===== config.mk =====
export PLATFORM = sky130hd
export DESIGN_NAME = irq_dist_ctrl
export DESIGN_NICKNAME = d
export VERILOG_FILES = /design/src/rtl/irq_dist_pkg.sv /design/src/rtl/irq_dist_decode.sv /design/src/rtl/irq_dist_readmux.sv /design/src/rtl/irq_dist_enable.sv /design/src/rtl/irq_dist_unlock.sv /design/src/rtl/irq_dist_group_bank.sv /design/src/rtl/irq_dist_ctrl.sv
export SDC_FILE = /design/constraint.sdc
export NUM_CORES = 1
export LEC_CHECK = 0
export CAP_MARGIN = 20
export CORE_ASPECT_RATIO = 0.8
export CORE_MARGIN = 2
export CORE_UTILIZATION = 56
export CTS_CLUSTER_DIAMETER = 150
export DETAILED_ROUTE_END_ITERATION = 8
export DONT_BUFFER_PORTS = 1
export GPL_TIMING_DRIVEN = 0
export PLACE_DENSITY = 0.74
export REMOVE_ABC_BUFFERS = 1
export SYNTH_ARGS = -nofsm -noshare
export SYNTH_HDL_FRONTEND = slang
export SYNTH_SLANG_ARGS = --single-unit

===== constraint.sdc =====
create_clock -name clk -period 1.3 [get_ports clk]
set_clock_uncertainty 0.05 [all_clocks]
set_input_delay 0.065 -clock clk [delete_from_list [all_inputs] [get_ports clk]]
set_output_delay 0.065 -clock clk [all_outputs]
set_load 0.01 [all_outputs]

===== src/rtl/irq_dist_pkg.sv =====
package irq_dist_pkg;

   typedef enum logic [1:0] {
      WSEL_CTRL  = 2'd0,
      WSEL_TYPE  = 2'd1,
      WSEL_IDENT = 2'd2,
      WSEL_NONE  = 2'd3
   } word_sel_t;

   localparam int unsigned EN_BIT        = 0;
   localparam int unsigned LINES_PER_WORD = 32;
   localparam int unsigned TYPE_CPU_LSB  = 5;
   localparam int unsigned TYPE_CPU_W    = 3;
   localparam int unsigned TYPE_LINE_W   = 5;

   function automatic logic [31:0] make_type_word(input int unsigned lines,
                                                  input int unsigned cpus);
      logic [31:0] w;
      w = '0;
      w[TYPE_LINE_W-1:0] = TYPE_LINE_W'(lines / LINES_PER_WORD - 1);
      w[TYPE_CPU_LSB +: TYPE_CPU_W] = TYPE_CPU_W'(cpus - 1);
      return w;
   endfunction

   function automatic logic [31:0] make_ident_word(input logic [7:0] prod,
                                                   input logic [3:0] rev,
                                                   input logic [11:0] impl);
      logic [31:0] w;
      w = '0;
      w[31:24] = prod;
      w[15:12] = rev;
      w[11:0]  = impl;
      return w;
   endfunction

endpackage


===== src/rtl/irq_dist_decode.sv =====
module irq_dist_decode
   import irq_dist_pkg::*;
(
   input  logic [1:0] word_field,
   input  logic       we,
   output word_sel_t  sel,
   output logic       ctrl_wr,
   output logic       ident_wr
);
   always_comb begin
      sel      = word_sel_t'(word_field);
      ctrl_wr  = we && (sel == WSEL_CTRL);
      ident_wr = we && (sel == WSEL_IDENT);
   end
endmodule


===== src/rtl/irq_dist_readmux.sv =====
module irq_dist_readmux
   import irq_dist_pkg::*;
#(
   parameter logic [31:0] TYPE_WORD  = 32'h0,
   parameter logic [31:0] IDENT_WORD = 32'h0
) (
   input  word_sel_t   sel,
   input  logic        en,
   output logic [31:0] rdata
);
   always_comb begin
      rdata = '0;
      unique case (sel)
         WSEL_CTRL:  rdata[EN_BIT] = en;
         WSEL_TYPE:  rdata = TYPE_WORD;
         WSEL_IDENT: rdata = IDENT_WORD;
         WSEL_NONE:  rdata = '0;
      endcase
   end
endmodule


===== src/rtl/irq_dist_enable.sv =====
module irq_dist_enable #(
   parameter int unsigned NUM_CPU = 4
) (
   input  logic               clk,
   input  logic               rst_n,
   input  logic               bus_wr,
   input  logic               bus_val,
   input  logic               cfg_wr,
   input  logic               cfg_val,
   output logic               en,
   output logic [NUM_CPU-1:0] wake
);
   logic en_next;

   always_comb begin
      en_next = en;
      if (cfg_wr)
         en_next = cfg_val;
      else if (bus_wr)
         en_next = bus_val;
   end

   always_ff @(posedge clk) begin
      if (!rst_n) begin
         en   <= 1'b0;
         wake <= '0;
      end else begin
         en   <= en_next;
         wake <= {NUM_CPU{en_next & ~en}};
      end
   end
endmodule


===== src/rtl/irq_dist_unlock.sv =====
module irq_dist_unlock #(
   parameter logic [31:0] IDENT_WORD = 32'h0
) (
   input  logic        clk,
   input  logic        rst_n,
   input  logic        ident_wr,
   input  logic [31:0] wdata,
   output logic        unlocked,
   output logic        err
);
   logic match;
   assign match = (wdata == IDENT_WORD);

   always_ff @(posedge clk) begin
      if (!rst_n) begin
         unlocked <= 1'b0;
         err      <= 1'b0;
      end else begin
         err <= ident_wr && !match;
         if (ident_wr && match)
            unlocked <= 1'b1;
      end
   end
endmodule


===== src/rtl/irq_dist_group_bank.sv =====
module irq_dist_group_bank #(
   parameter int unsigned NUM_IRQ = 96,
   parameter int unsigned IDX_W   = 2
) (
   input  logic               clk,
   input  logic               rst_n,
   input  logic               wr,
   input  logic               allow,
   input  logic [IDX_W-1:0]   idx,
   input  logic [31:0]        wdata,
   output logic [NUM_IRQ-1:0] bits
);
   localparam int unsigned NUM_WORDS = NUM_IRQ / 32;

   for (genvar w = 0; w < NUM_WORDS; w++) begin : g_word
      logic hit;
      assign hit = wr && allow && (idx == IDX_W'(w));
      always_ff @(posedge clk) begin
         if (!rst_n)
            bits[32*w +: 32] <= '0;
         else if (hit)
            bits[32*w +: 32] <= wdata;
      end
   end
endmodule


===== src/rtl/irq_dist_ctrl.sv =====
module irq_dist_ctrl
   import irq_dist_pkg::*;
#(
   parameter int unsigned NUM_IRQ     = 96,
   parameter int unsigned NUM_CPU     = 4,
   parameter logic [7:0]  PRODUCT_ID  = 8'h5A,
   parameter logic [3:0]  REVISION    = 4'h3,
   parameter logic [11:0] IMPLEMENTER = 12'h1C7,
   parameter int unsigned BUS_AW      = 4,
   parameter int unsigned IDX_W       = (NUM_IRQ / 32 > 1) ? $clog2(NUM_IRQ / 32) : 1,
   parameter int unsigned CFG_AW      = (IDX_W + 2 > 4) ? IDX_W + 2 : 4
) (
   input  logic               clk,
   input  logic               rst_n,
   input  logic               bus_we,
   input  logic [BUS_AW-1:0]  bus_addr,
   input  logic [31:0]        bus_wdata,
   output logic [31:0]        bus_rdata,
   input  logic               cfg_we,
   input  logic               cfg_space,
   input  logic [CFG_AW-1:0]  cfg_addr,
   input  logic [31:0]        cfg_wdata,
   output logic               cfg_err,
   output logic               dist_en,
   output logic [NUM_CPU-1:0] wake_pulse,
   output logic               group_unlocked,
   output logic [NUM_IRQ-1:0] grp_bits
);
   localparam logic [31:0] TYPE_WORD  = make_type_word(NUM_IRQ, NUM_CPU);
   localparam logic [31:0] IDENT_WORD = make_ident_word(PRODUCT_ID, REVISION, IMPLEMENTER);

   if (NUM_IRQ % 32 != 0 || NUM_IRQ < 32 || NUM_IRQ > 1024) begin : g_bad_irq
      $error("NUM_IRQ must be a multiple of 32 in 32..1024");
   end
   if (NUM_CPU < 1 || NUM_CPU > 8) begin : g_bad_cpu
      $error("NUM_CPU must be in 1..8");
   end
   if (BUS_AW < 4) begin : g_bad_bus_aw
      $error("BUS_AW must be at least 4");
   end
   if (CFG_AW < IDX_W + 2 || CFG_AW < 4) begin : g_bad_cfg_aw
      $error("CFG_AW too small for the group word index");
   end

   // Bits of the bus that carry no meaning for this block.
   logic bus_bits_unused;
   assign bus_bits_unused = ^{bus_wdata[31:1], bus_addr[1:0]};

   word_sel_t bus_sel, cfg_sel;
   logic      bus_ctrl_wr, bus_ident_wr;
   logic      cfg_ctrl_wr, cfg_ident_wr;
   logic      cfg_misc_we, cfg_grp_we;

   assign cfg_misc_we = cfg_we && !cfg_space;
   assign cfg_grp_we  = cfg_we &&  cfg_space;

   irq_dist_decode u_bus_dec (
      .word_field (bus_addr[3:2]),
      .we         (bus_we),
      .sel        (bus_sel),
      .ctrl_wr    (bus_ctrl_wr),
      .ident_wr   (bus_ident_wr)
   );

   irq_dist_decode u_cfg_dec (
      .word_field (cfg_addr[3:2]),
      .we         (cfg_misc_we),
      .sel        (cfg_sel),
      .ctrl_wr    (cfg_ctrl_wr),
      .ident_wr   (cfg_ident_wr)
   );

   // Identification writes from the plain bus are ignored; only the
   // privileged port takes part in the unlock handshake.
   logic sel_unused;
   assign sel_unused = bus_ident_wr ^ (^cfg_sel);

   irq_dist_readmux #(
      .TYPE_WORD  (TYPE_WORD),
      .IDENT_WORD (IDENT_WORD)
   ) u_rmux (
      .sel   (bus_sel),
      .en    (dist_en),
      .rdata (bus_rdata)
   );

   irq_dist_enable #(
      .NUM_CPU (NUM_CPU)
   ) u_en (
      .clk     (clk),
      .rst_n   (rst_n),
      .bus_wr  (bus_ctrl_wr),
      .bus_val (bus_wdata[EN_BIT]),
      .cfg_wr  (cfg_ctrl_wr),
      .cfg_val (cfg_wdata[EN_BIT]),
      .en      (dist_en),
      .wake    (wake_pulse)
   );

   irq_dist_unlock #(
      .IDENT_WORD (IDENT_WORD)
   ) u_unlock (
      .clk      (clk),
      .rst_n    (rst_n),
      .ident_wr (cfg_ident_wr),
      .wdata    (cfg_wdata),
      .unlocked (group_unlocked),
      .err      (cfg_err)
   );

   irq_dist_group_bank #(
      .NUM_IRQ (NUM_IRQ),
      .IDX_W   (CFG_AW - 2)
   ) u_grp (
      .clk   (clk),
      .rst_n (rst_n),
      .wr    (cfg_grp_we),
      .allow (group_unlocked),
      .idx   (cfg_addr[CFG_AW-1:2]),
      .wdata (cfg_wdata),
      .bits  (grp_bits)
   );
endmodule


==> results.cfg <==
[sta]
maxSlewHeadroom_pct = 34.30
hold_viol_final = 4
rsz0062_at_grt = yes
drv_slew = 0
clock.fmax_mhz = 723.0
hold_slack_ns = -0.2078
setup_violations = 69
fin_crit_sh_pct = 106.4
setup_ws_ns = -0.08314
timing_worst_slew_pin_value_ns = 0.9854
post-route-min-period_ns = 1.383
fin_setup_tns_ns = -2.476

[pwr]
irDropWorstVdd_mv = 0.5767
cellPowerDensity_mw_per_mm2 = 1080
intPower_mw = 4.013
clockPowerShare_pct = 35.2
switchingPower_mw = 1.390
p_seq_share_pct = 56.8
p_leak_nw = 1.568
combPwrFrac_pct = 8.0
total_power_mw = 5.403
switching_share_pct = 25.73

[synth]
synth_top_family_by_area = compound AO/OA/AOI/OAI gates
ys_async_sr_fraction_pct = 0
yosysWarnings = 0
syn_avg_cell_area_sq_um = 8.205
synth_seq_cells = 100
synth_adder_area_share_pct = 0.8987
yosys.area_share.xor_xnor_pct = 0
synthMuxAreaShare_pct = 0.5093
synth_compound_area_share_pct = 23.79
synth.distinct_cells = 32
yosysSeqAreaShare_pct = 47.93
synth_cells = 509
synth-simple-area-share_pct = 16.03
synth_area_sq_mm = 0.004177
synth_edf_count = 0
synthFlopType = dfxtp_1

[hold_path]
hold_depth = 2
hp-start = rst_n
hold_class = input pin to register
holdPathEnd = u_unlock.err

[route]
first_iter_violations = 283
dr.pass1.iters = 5
routedWlPerCell_microns = 24.04
drc_errors = 0
ant_nets = 0
drt_wl_total_mm = 14.76
avgViaCountPerCell = 6.775
vias = 4160

[grt]
grtUsageTotal_pct = 31.14
grt_max_degree = 99
overflow = 0
antenna_found_initial = 0
grt_pass1_wl_mm = 19.55
grt_pass1_vias = 3645

[clock_tree]
clock_tree.buffer_depth = 2
cts_tree = built
worst_skew_pair.late_latency_ns = 0.35
cts-htree-levels = 3
clock-sinks = 100
cts_root_buf = clkbuf_8
clk_pin_slew_ns = 0.11
cts_buffers = 9

[setup_path]
cp_max_fo = 12
ff2ff_path_depth = 3
arrival_ns = 1.54
required_ns = 1.46
ff2ff_setup_slack_ns = -0.08
start_kind = register
worstSetupPathType = register to register
r2r_end = u_grp.bits[66]
critPathCaptureType = register
reg2reg_from = u_unlock.unlocked

[floorplan]
die_h_microns = 81.24
initial_core_util_pct = 57.04
die_area_sq_mm = 0.008169
fp.coreArea_sq_mm = 0.007322
rows = 28
die-width_microns = 100.6
num_io_pins = 212

[cells_and_area]
final_cell_mix = 99 x dfxtp_1, 96 x nand3_1, 96 x a21oi_1
finalNetCount = 600
antenna_cells = 0
drive_gt1_share_pct = 11.07
final_common_cell = dfxtp_1
final_core_util_pct = 68.32
syn_to_final_growth_pct = 19.77

[placed_design]
io_buffers = 0
dp.final_hpwl_mm = 6.804
place_congestion = 0.7553
place_ws_ns = -0.6941

[run]
drv_cap = 0

[outcome]
status = finished with violations
violations = negative hold slack, negative setup slack
-- power by group through the flow --
stage,sequential (mW),clock [mW],combinational (mW)
3_3_place_gp,3.15,0,0.233
2_1_floorplan,3.14,0,0.165
3_5_place_dp,3.15,0,0.278
4_1_cts,3.07,1.91,0.386
6_report,3.07,1.90,0.431
5_1_grt,3.07,2.02,0.451
-- flip-flops by register name (all words and copies together) (netlist names) --
register           cells
u_grp.bits            96
u_unlock.unlocked      1
u_en.en                1
u_unlock.err           1
u_en.wake              1
-- cell families (layout without fill, tap and decap cells) --
group | count (synthesis) | in the layout
compound gates | 196 | 196
fa+ha+maj | 3 | 3
buf+inv | 85 | 66
flops | 100 | 100
mux | 2 | 2
other cells | 1 | 19
simple gates | 122 | 138
-- per-stage QoR --
step	instance area [sq um]	instances	hold WS [ns]
floorplan	3806	445	0.1434
global route	5002	614	-0.1974
global placement	3919	535	0.1507
finish	5002	614	-0.2078
detailed placement	4081	540	0.1537
CTS	4713	595	-0.2323
-- what timing repair did --
action | CTS | global route
pin swaps | 9 | 9
setup endpoints to repair | 97 | 96
cloned | 8 | 11
resized for setup | 14 | 31
hold buffers | 30 | 6
endpoints found under the hold margin | 100 | 20
setup buffers | 2 | 1
-- cells in the mapped netlist, types with 2 or more instances --
library cell,instances,area [sq um]
dfxtp_1,100,2002
nand3_1,98,490.5
a21oi_1,96,480.5
o21ai_0,74,370.4
clkbuf_1,40,150.1
buf_4,31,232.7
o21ai_1,22,110.1
buf_2,11,55.05
ha_1,3,37.54
nand2_1,3,11.26
nand4b_1,3,26.28
nor2b_1,3,18.77
and3_1,2,12.51
inv_1,2,7.510
nand2b_1,2,12.51
nor2_1,2,7.510
or4_1,2,15.01
-- worst max path at each step --
stage	endpoint	startpoint
3_3_place_gp	u_grp.bits[43]	u_unlock.unlocked
6_report	u_grp.bits[66]	u_unlock.unlocked
5_1_grt	u_grp.bits[74]	u_unlock.unlocked
4_1_cts	u_grp.bits[13]	u_unlock.unlocked
2_1_floorplan	u_grp.bits[0]	u_unlock.unlocked
3_5_place_dp	u_grp.bits[80]	u_unlock.unlocked
-- final cells by class --
cell class                      count  area [sq um]
Fill cell                         592          2320
Multi-Input combinational cell    358          2064
Sequential cell                   100          2006
Timing Repair Buffer               48         620.6
Clock buffer                       11         151.4
Tap cell                           90         112.6
Clock inverter                      4         33.78
Inverter                            3         13.76
-- metal layers --
| layer | vias up | GRT usage, % | share of wire (%) |
|---|---|---|---|
| met5 | - | 0 | 0 |
| met4 | 0 | 6.849 | 0.85 |
| met3 | 15 | 10.84 | 13 |
| met2 | 267 | 50.34 | 47 |
| met1 | 2039 | 40.53 | 40 |
| li1 | 1839 | - | - |
-- critical path, stage by stage (launching register included) --
cell,delay (ns)
dfxtp_4,0.45
nand3_2,0.36
o21ai_0,0.27
a21oi_1,0.11
Power figures use the tool's default switching activity.
